File: config.mk
export PLATFORM = sky130hd
export DESIGN_NAME = banked_irq_ctrl
export DESIGN_NICKNAME = d
export VERILOG_FILES = /design/src/rtl/birq_pkg.sv /design/src/rtl/birq_ctrl.sv /design/src/rtl/birq_datapath.sv /design/src/rtl/banked_irq_ctrl.sv
export SDC_FILE = /design/constraint.sdc
export NUM_CORES = 1
export LEC_CHECK = 0
export ABC_AREA = 1
export BUFFER_PORTS_ARGS = -buffer_cell sky130_fd_sc_hd__clkbuf_2
export CAP_MARGIN = 40
export CORE_ASPECT_RATIO = 0.6
export CORE_MARGIN = 2
export CORE_UTILIZATION = 45
export CTS_BUF_LIST = sky130_fd_sc_hd__clkbuf_4
export DETAILED_ROUTE_END_ITERATION = 8
export HOLD_SLACK_MARGIN = 0.03
export PLACE_DENSITY = 0.66
export SLEW_MARGIN = 15
export SYNTH_ARGS = -nofsm -noshare
export SYNTH_HDL_FRONTEND = slang
export SYNTH_SLANG_ARGS = --single-unit
export TNS_END_PERCENT = 50
File: constraint.sdc
create_clock -name clk -period 5.2 [get_ports clk]
set_input_delay 0 -clock clk [delete_from_list [all_inputs] [get_ports clk]]
set_output_delay 0 -clock clk [all_outputs]
set_load 0.05 [all_outputs]
File: src/rtl/birq_pkg.sv
package birq_pkg;
  localparam int BANK_W = 32;
  localparam int ADDR_W = 12;

  // register word addresses
  localparam logic [ADDR_W-1:0] A_REV  = 12'h000;
  localparam logic [ADDR_W-1:0] A_CFG  = 12'h010;
  localparam logic [ADDR_W-1:0] A_STAT = 12'h014;
  localparam logic [ADDR_W-1:0] A_ACT  = 12'h040;
  localparam logic [ADDR_W-1:0] A_CTRL = 12'h048;
  localparam logic [ADDR_W-1:0] A_BANK = 12'h080;
  // offsets inside a bank window (stride 0x20)
  localparam logic [4:0] W_MASK = 5'h04;
  localparam logic [4:0] W_CLR  = 5'h08;
  localparam logic [4:0] W_SET  = 5'h0C;
  localparam logic [4:0] W_PEND = 5'h18;

  typedef enum logic [2:0] {
    RS_ZERO, RS_REV, RS_CFG, RS_STAT, RS_ACT, RS_MASK, RS_PEND
  } rdSel_e;

  typedef struct packed {
    logic       ack;
    logic       cfgWr;
    logic       busy;
    logic       doRst;
    logic       maskClr;
    logic       maskSet;
    logic [3:0] bank;
    rdSel_e     rdSel;
  } ctlStb_t;
endpackage

File: src/rtl/birq_ctrl.sv
module birq_ctrl
  import birq_pkg::*;
#(
  parameter int NUM_BANKS  = 3,
  parameter int RST_CYCLES = 4
) (
  input  logic              clk,
  input  logic              rstN,
  input  logic [ADDR_W-1:0] addr,
  input  logic              wrEn,
  input  logic [1:0]        wrBits,
  output ctlStb_t           stb
);
  localparam int CNT_W = $clog2(RST_CYCLES + 1);

  logic [CNT_W-1:0]  rstCnt;
  logic              busy;
  logic [ADDR_W-1:0] bankOff;
  logic [6:0]        bankIdx;
  logic [4:0]        bankWord;
  logic              inBank;
  logic              startRst;

  assign busy     = (rstCnt != '0);
  assign bankOff  = addr - A_BANK;
  assign bankIdx  = bankOff[ADDR_W-1:5];
  assign bankWord = bankOff[4:0];
  assign inBank   = (addr >= A_BANK) && (bankIdx < 7'(NUM_BANKS));
  assign startRst = wrEn && !busy && (addr == A_CFG) && wrBits[1];

  // soft-reset sequencer
  always_ff @(posedge clk or negedge rstN) begin
    if (!rstN)         rstCnt <= '0;
    else if (startRst) rstCnt <= CNT_W'(RST_CYCLES);
    else if (busy)     rstCnt <= rstCnt - 1'b1;
  end

  always_comb begin
    stb       = '0;
    stb.busy  = busy;
    stb.doRst = (rstCnt == CNT_W'(1));
    stb.rdSel = RS_ZERO;
    case (addr)
      A_REV:  stb.rdSel = RS_REV;
      A_CFG:  begin stb.rdSel = RS_CFG; stb.cfgWr = wrEn && !busy; end
      A_STAT: stb.rdSel = RS_STAT;
      A_ACT:  stb.rdSel = RS_ACT;
      A_CTRL: stb.ack = wrEn && !busy && wrBits[0];
      default: begin
        if (inBank) begin
          stb.bank = bankIdx[3:0];
          case (bankWord)
            W_MASK:  stb.rdSel   = RS_MASK;
            W_CLR:   stb.maskClr = wrEn && !busy;
            W_SET:   stb.maskSet = wrEn && !busy;
            W_PEND:  stb.rdSel   = RS_PEND;
            default: ;
          endcase
        end
      end
    endcase
  end

  assert_rst_start_R9: assert property (@(posedge clk) disable iff (!rstN)
    startRst |=> (busy && rstCnt == CNT_W'(RST_CYCLES)));
  assert_rst_end_R9: assert property (@(posedge clk) disable iff (!rstN)
    (rstCnt == CNT_W'(1)) |=> !busy);
  assert_rst_bound_R9: assert property (@(posedge clk) disable iff (!rstN)
    rstCnt <= CNT_W'(RST_CYCLES));
  assert_no_wr_busy_R9: assert property (@(posedge clk) disable iff (!rstN)
    busy |-> !(stb.ack || stb.cfgWr || stb.maskClr || stb.maskSet));
endmodule

File: src/rtl/birq_datapath.sv
module birq_datapath
  import birq_pkg::*;
#(
  parameter int         NUM_BANKS = 3,
  parameter logic [7:0] REV_BYTE  = 8'h40
) (
  input  logic                          clk,
  input  logic                          rstN,
  input  ctlStb_t                       stb,
  input  logic [31:0]                   wrData,
  input  logic [NUM_BANKS*BANK_W-1:0]   srcIn,
  output logic [31:0]                   rdData,
  output logic                          irqReq
);
  localparam int NSRC = NUM_BANKS * BANK_W;
  localparam int ID_W = $clog2(NSRC);

  logic [NUM_BANKS-1:0][BANK_W-1:0] maskQ;
  logic [NUM_BANKS-1:0][BANK_W-1:0] pendQ;
  logic [NSRC-1:0]                  pendFlat;
  logic [ID_W-1:0]                  actNum;
  logic [ID_W-1:0]                  lowId;
  logic                             selValid;
  logic                             autoIdle;

  generate
    for (genvar b = 0; b < NUM_BANKS; b++) begin : g_bank
      logic hit;
      assign hit = (stb.bank == 4'(b));
      always_ff @(posedge clk or negedge rstN) begin
        if (!rstN)                    maskQ[b] <= '1;
        else if (stb.doRst)           maskQ[b] <= '1;
        else if (stb.maskClr && hit)  maskQ[b] <= maskQ[b] & ~wrData;
        else if (stb.maskSet && hit)  maskQ[b] <= maskQ[b] | wrData;
      end
      assign pendQ[b] = srcIn[b*BANK_W +: BANK_W] & ~maskQ[b];
    end
  endgenerate

  assign pendFlat = pendQ;

  // lowest-numbered pending source wins
  always_comb begin
    lowId = '0;
    for (int i = NSRC - 1; i >= 0; i--)
      if (pendFlat[i]) lowId = ID_W'(i);
  end

  always_ff @(posedge clk or negedge rstN) begin
    if (!rstN) begin
      selValid <= 1'b0;
      actNum   <= '0;
    end else if (stb.doRst) begin
      selValid <= 1'b0;
      actNum   <= '0;
    end else if (!stb.busy) begin
      if (stb.ack) begin
        selValid <= 1'b0;
      end else if (!selValid && (pendFlat != '0)) begin
        selValid <= 1'b1;
        actNum   <= lowId;
      end
    end
  end

  always_ff @(posedge clk or negedge rstN) begin
    if (!rstN)          autoIdle <= 1'b0;
    else if (stb.doRst) autoIdle <= 1'b0;
    else if (stb.cfgWr) autoIdle <= wrData[0];
  end

  assign irqReq = selValid;

  always_comb begin
    rdData = '0;
    case (stb.rdSel)
      RS_REV:  rdData = 32'(REV_BYTE);
      RS_CFG:  rdData = {30'b0, stb.busy, autoIdle};
      RS_STAT: rdData = {31'b0, !stb.busy};
      RS_ACT:  rdData = 32'(actNum);
      RS_MASK: for (int b = 0; b < NUM_BANKS; b++)
                 if (stb.bank == 4'(b)) rdData = maskQ[b];
      RS_PEND: for (int b = 0; b < NUM_BANKS; b++)
                 if (stb.bank == 4'(b)) rdData = pendQ[b];
      default: rdData = '0;
    endcase
  end

  // assertion helper: sources numbered below the held one
  logic [NSRC-1:0] belowAct;
  assign belowAct = (NSRC'(1) << actNum) - NSRC'(1);

  assert_grant_R6: assert property (@(posedge clk) disable iff (!rstN)
    $rose(irqReq) |-> $past(pendFlat[lowId]) || ($past(pendFlat) != '0));
  assert_lowest_R6: assert property (@(posedge clk) disable iff (!rstN)
    $rose(irqReq) |-> (($past(pendFlat) & belowAct) == '0));
  assert_hold_R7: assert property (@(posedge clk) disable iff (!rstN)
    (irqReq && !stb.ack && !stb.doRst) |=> (irqReq && $stable(actNum)));
  assert_ack_R8: assert property (@(posedge clk) disable iff (!rstN)
    stb.ack |=> !irqReq);
  assert_rst_mask_R9: assert property (@(posedge clk) disable iff (!rstN)
    stb.doRst |=> ((&maskQ) && !irqReq && !autoIdle));
endmodule

File: src/rtl/banked_irq_ctrl.sv
module banked_irq_ctrl
  import birq_pkg::*;
#(
  parameter int NUM_BANKS  = 3,
  parameter int REV_MAJOR  = 4,
  parameter int REV_MINOR  = 0,
  parameter int RST_CYCLES = 4,
  localparam int NSRC      = NUM_BANKS * BANK_W
) (
  input  logic              clk,
  input  logic              rstN,
  input  logic [ADDR_W-1:0] busAddr,
  input  logic              busWrEn,
  input  logic [31:0]       busWrData,
  output logic [31:0]       busRdData,
  input  logic [NSRC-1:0]   srcIn,
  output logic              irqReq
);
  localparam logic [7:0] REV_BYTE = {4'(REV_MAJOR), 4'(REV_MINOR)};

  ctlStb_t stb;

  birq_ctrl #(.NUM_BANKS(NUM_BANKS), .RST_CYCLES(RST_CYCLES)) u_ctrl (
    .clk(clk), .rstN(rstN), .addr(busAddr), .wrEn(busWrEn),
    .wrBits(busWrData[1:0]), .stb(stb)
  );

  birq_datapath #(.NUM_BANKS(NUM_BANKS), .REV_BYTE(REV_BYTE)) u_dp (
    .clk(clk), .rstN(rstN), .stb(stb), .wrData(busWrData),
    .srcIn(srcIn), .rdData(busRdData), .irqReq(irqReq)
  );
endmodule

Word level (Yosys, flattened, before mapping)
Index checks and enable logic that the tools add are counted.

$add $sub $neg: 2. Multipliers: 0. Div/mod/pow operators: 0. $lt $le $gt $ge: 2. Eq/ne operators: 19. Shifts and indexed selects: 0. Mux-type cells: 132. Bitwise operators: 13. Reductions and logical operators: 28.

Operators with widths (number): $mux W7 (100); $mux W32 (15); $and A32 B32 Y32 (6); $pmux W32 S6 (1); $not A32 Y32 (4); $or A32 B32 Y32 (3); $reduce_bool A96 Y1 (1); $eq A12 B5 Y1 const B (2); $eq A12 B7 Y1 const B (2); $pmux W3 S5 (1); $reduce_bool A3 Y1 (5); $ge A12 B8 Y1 const B (1); $logic_and A1 B1 Y1 (12); $logic_not A12 Y1 (1); $sub A12 B8 Y12 const B (1); $eq A5 B4 Y1 const B (2); $mux W1 (10); $eq A3 B3 Y1 const B (3); $mux W9 (1); $lt A7 B2 Y1 const B (1); $eq A3 B1 Y1 const B (2); $eq A3 B2 Y1 const B (2); $mux W3 (2); $mux W6 (1); 13 further kinds (17).

Register bits after elaboration: 108. Bits in latches: 0. RAM bits: 0. Bits in read-only memories: 0. Input port bits: 143. Output and inout bits: 33. Logic and storage cells: 203. Memories: 0.

Depth between registers and ports, before layout
Word-level depth: 102. Gate-level depth with buffers: 98. Mapped depth without buffers: 98.

Hierarchy
Synthesis repeated with hierarchy kept, for this count alone.

Cell total of the unflattened synthesis: 1326. Area total of the unflattened synthesis: 8873.5 sq um.

Modules (own cells, without submodules): birq_datapath (times used 1, cells an instance 1237, area each 8308.0 sq um, sequential area each 2747.6 sq um); birq_ctrl (times used 1, cells an instance 89, area each 565.5 sq um, sequential area each 75.1 sq um).

Worst setup path after synthesis
Ideal clock, no wire load.

Path kind: reg2reg. From: register u_dp.maskQ[93] in the netlist's numbering. To: register u_dp.actNum[0]. Setup time: 116 ps. Arrival time: 4605 ps. Data required time: 5084 ps. Setup slack: 478 ps. Stages on the path, launching flop included: 98. Path buffers: 0. Clock period less this slack: 4722 ps. Cells stage by stage: dfstp_2 > inv_2 > nand2_2 > nand2_1 > nand2_1 > nand2_1 > nand2_1 > nand2_1 > nand2_1 > nand2_1 > nand2_1 > nand2_1 > nand2_1 > nand2_1 > nand2_1 > nand2_1 > nand2_1 > nand2_1 > (+62 left out) > nand2_1 > nand2_1 > nand2_1 > nand2_1 > nand2_1 > nand2_1 > nand2_1 > nand2_1 > nand2_1 > nand2_1 > nand2_1 > nand2_1 > nand2_1 > nand2_1 > nand2_1 > nand2_1 > nand2_1 > nand2_1.

Word-level cells in the longest chain between the ends: 100. Elaborated cells on any way between the ends: 104. Those cells by class: mux (98); bitwise (2); reduce/logical (4).

RTL lines: from (decl) (line birq_datapath.sv:18) `logic [NUM_BANKS-1:0][BANK_W-1:0] maskQ;`; from (signal, indexed assignment) (line birq_datapath.sv:33) `else if (stb.maskClr && hit) maskQ[b] <= maskQ[b] & ~wrData;`; from (signal, indexed assignment) (line birq_datapath.sv:34) `else if (stb.maskSet && hit) maskQ[b] <= maskQ[b] | wrData;`; $not A32 Y32 * (line birq_datapath.sv:36) `assign pendQ[b] = srcIn[b*BANK_W +: BANK_W] & ~maskQ[b];`; $and A32 B32 Y32 * (line birq_datapath.sv:36); $mux W7 (94 in series) (line birq_datapath.sv:46) `if (pendFlat[i]) lowId = ID_W'(i);`; $mux W7 (line birq_datapath.sv:59) `end else if (!selValid && (pendFlat != '0)) begin`; $mux W7 (line birq_datapath.sv:57) `if (stb.ack) begin`; $mux W7 (line birq_datapath.sv:56) `end else if (!stb.busy) begin`; $mux W7 (line birq_datapath.sv:53) `end else if (stb.doRst) begin`; to (signal assigned) (line birq_datapath.sv:61) `actNum <= lowId;`; to (decl) (line birq_datapath.sv:21) `logic [ID_W-1:0] actNum;`.

Mark *: on every way between the ends. The rest lies on a longest branch, timed or not. The select of a mux whose other input is x is not followed. A chain may end at the register's enable or synchronous reset.

Final worst setup path
From: register u_dp.maskQ[94] in the netlist's numbering. To: register u_dp.actNum[0].

Word-level cells in the longest chain between the ends: 101. Elaborated cells on any way between the ends: 105. Those cells by class: mux (99); bitwise (2); reduce/logical (4).

RTL lines (line): $not A32 Y32 * (birq_datapath.sv:36); $and A32 B32 Y32 * (birq_datapath.sv:36); $mux W7 (95 in series) (birq_datapath.sv:46); $mux W7 (birq_datapath.sv:59); $mux W7 (birq_datapath.sv:57); $mux W7 (birq_datapath.sv:56); $mux W7 (birq_datapath.sv:53).

Marks and branches as above.

==> flow_summary.ini <==
[synthesis]
synth_edf_count = 0
synth_cells = 1359
ys_seq_area_frac = 0.3179
synth-compound-area-share = 0.2888
synth-main-ff-cell = dfstp_2
ys_ff_latch = 108
syn_nets = 1506
synth_top_family_by_area = simple AND/OR/NAND/NOR gates
netlist_area_sq_mm = 0.008879
synthMuxAreaShare = 0
synth_async_sr_flop_share = 1.000
synth-xor-area-share = 0
synth.area.top_cells = dfstp_2 28%, nand2_1 15%, o21ai_0 13%, nand2_4 5.3%, nor2_1 5.1%
synthAdderAreaFrac = 0.005637
synthSimpleGateAreaFrac = 0.3002
ys_types = 36
synth_warnings = 0
synth_top_area_share = 0.2841
avgSynthCellArea_sq_um = 6.533
synth_top_cell_by_area = dfstp_2

[clock_tree]
ctsRootBufferMaster = clkbuf_4
clock_latency_ns = 0.53
clk_pin_slew_ns = 0.21
cts.sinks = 108
max-clock-path-buffers = 2
postCtsSetupBuffers = 0
cts_tree = yes
cts_inserted_buffers = 9
htreeDepth = 3

[final_layout]
syn2layout_area_growth_pct = 21.28
final-seq-area_sq_mm = 0.002823
fillers = 1880
layout.nets = 1700
multi_input_area_sq_mm = 0.005326
drive_above_1_share = 0.2895

[pwr]
clkPwrFrac = 0.087
leakage_nw = 5.192
switchingPower_mw = 2.436
power.density_mw_per_mm2 = 467.0
power_mw = 5.029
vdd_drop_max_mv = 0.1789
internal_power_mw = 2.593
p_seq_frac = 0.336
p_comb_frac = 0.577
switching_share = 0.4843

[global_route]
grt_pass1_vias = 8909
grt_max_degree = 61
overflow = 0
antenna_found_initial = 1
grt_first_pass_wirelength_mm = 49.69
gr-usage-all-layers = 0.3078

[worst_setup_path]
rr_worst_depth = 98
reg2reg_slack_ns = -0.44
reg2reg_to = u_dp.actNum[0]
crit_path_end_kind = flip-flop
r2r_start = u_dp.maskQ[94]
worst_ep_arrival_time_ns = 6.10
worst-setup-path-type = reg -> reg
path_max_fanout = 2
cpMostUsedCell = nand2_1
start_kind = flip-flop
critical_path_required_ns = 5.65
crit_path_max_incr_delay_ns = 0.58
cpMaxStageDelayCell = dfstp_2

[floorplanning]
initial_utilization = 0.4630
dieWidth_um = 185.3
row_count = 39
dieArea_sq_mm = 0.02091
pin_count = 176
core_area_sq_mm = 0.01918
die_y_um = 112.8

[timing]
setup_violations = 1
finalHoldViolations = 0
fin_worst_skew_ns = 0.04174
max_freq_mhz = 177.2
worstMarginPinSlew_ns = 0.7999
timing.final.ws_setup_ns = -0.4419
rsz0062_at_grt = true
fin_crit_sh = 1.085
finalSetupTns_ns = -0.4419
maxSlewViolCount = 0
period_needed_ns = 5.642
relSlewSlack = 0.4655

[min_path]
whs_endpoint = u_dp.actNum[4]
min_path_type = in -> reg
hp-start = srcIn[12]
min_path_cells = 6

[placed_design]
io_buffers = 175
post-dp-hpwl_mm = 22.99
post-place-ws_ns = -0.3411
gp_congestion = 0.9603

[routing]
ant_nets = 0
wl_mm = 32.10
vias = 10170
drt_iter0_markers = 1240
dr.pass1.iters = 6
wl_per_cell_um = 17.59
avgViaCountPerCell = 5.573
drc_errors = 0

[run_status]
violations = setup timing
outcome = complete, but fails checks

[job]
drv_cap = 0
power groups by stage:
stage	combinational [mW]	clock (mW)	sequential (mW)
finish	2.90	0.436	1.69
global route	3.28	0.480	1.73
CTS	2.85	0.447	1.69
detailed placement	2.80	0	1.71
global placement	2.73	0	1.69
floorplan	2.02	0	1.69
state kept, by name, summed over array words and instances (netlist names):
| name | cells |
|---|---|
| u_dp.irqReq | 1 |
| u_dp.autoIdle | 1 |
| u_dp.maskQ | 96 |
| u_dp.actNum | 7 |
| u_ctrl.rstCnt | 3 |
worst max-delay path: cells and delay by family (launching register included):
kind                   cells  cell delay, ns
buffers and inverters      1            0.04
DFF                        1            0.58
and+or+nand+nor           97            4.91
worst max path at each step:
stage / cells after the start / to / startpoint
2_1_floorplan: 97 / u_dp.actNum[0] / u_dp.maskQ[93]
3_3_place_gp: 97 / u_dp.actNum[0] / u_dp.maskQ[95]
3_5_place_dp: 97 / u_dp.actNum[0] / u_dp.maskQ[95]
4_1_cts: 98 / u_dp.actNum[0] / u_dp.maskQ[94]
5_1_grt: 98 / u_dp.actNum[0] / u_dp.maskQ[94]
6_report: 98 / u_dp.actNum[0] / u_dp.maskQ[94]
kinds of logic after synthesis:
| family | count (synthesis) |
|---|---|
| AND/OR/NAND/NOR | 594 |
| AO/OA/AOI/OAI | 446 |
| buffers and inverters | 207 |
| flip-flops | 108 |
| adder cells (fa/ha/maj) | 4 |
synthesized netlist by cell type, types with 2 or more instances:
cell,count
inv_2,56
buf_1,3
dfstp_2,96
nor4_1,3
dfrtp_1,12
ha_1,4
o221ai_1,25
a21oi_1,12
o21bai_1,4
clkinv_1,2
nand2_1,366
o21ai_0,232
nand3_1,23
o21ai_1,67
nand2_2,22
o31ai_1,3
o211ai_1,10
nand2_4,42
nor2_1,121
o2111ai_1,2
a31oi_1,5
clkbuf_1,68
o22ai_1,55
a221oi_1,24
inv_1,78
nor3_1,11
nand4_1,4
layout by cell type (no fill, tap or decap), drive strengths merged:
cell type and instances:
a211oi 1, a21boi 2, a21oi 12, a221o 1, a221oi 24, a31oi 5, buf 33, clkbuf 184
clkinv 7, dfrtp 12, dfstp 96, diode 1, dlygate4sd3 47, ha 4, inv 135, nand2 430
nand3 23, nand4 4, nor2 122, nor3 11, nor4 3, o2111ai 2, o211ai 10, o21a 1
o21ai 299, o21bai 4, o221ai 25, o22ai 55, o31ai 3, o32ai 1, o41ai 1, or2 1
routing by layer:
metal	part of all wire	wire length (um)	global-route usage	vias to the layer above
li1	-	-	-	4970
met2	0.40	12770	0.4328	521
met4	0.011	361	0.05132	0
met3	0.11	3567	0.07628	39
met1	0.48	15400	0.4761	4641
met5	0	0	0	-
repair_timing:
item,in CTS,in global routing
endpoints found under the hold margin,151,0
resized for setup,2,1
hold buffers,47,0
endpoints found under the setup margin,1,2
stage by stage:
stage	util	instances	hold WS [ns]	area [sq um]
floorplan	-	1359	-0.2956	8879
global placement	0.5257	1758	0.3581	10080
detailed placement	0.5286	1760	0.3607	10140
CTS	0.5598	1823	0.03482	10740
global route	0.5615	1825	0.07804	10770
finish	0.5615	1825	0.07706	10770
cell type report:
class	count	area share
antenna	1	0.0002324
inverter	136	0.04753
multi-input combinational	1044	0.4947
clock inverter	6	0.004416
timing repair buffer	254	0.1531
sequential	108	0.2621
clock buffer	10	0.006972
tap	266	0.03091
Power figures use the tool's default switching activity.
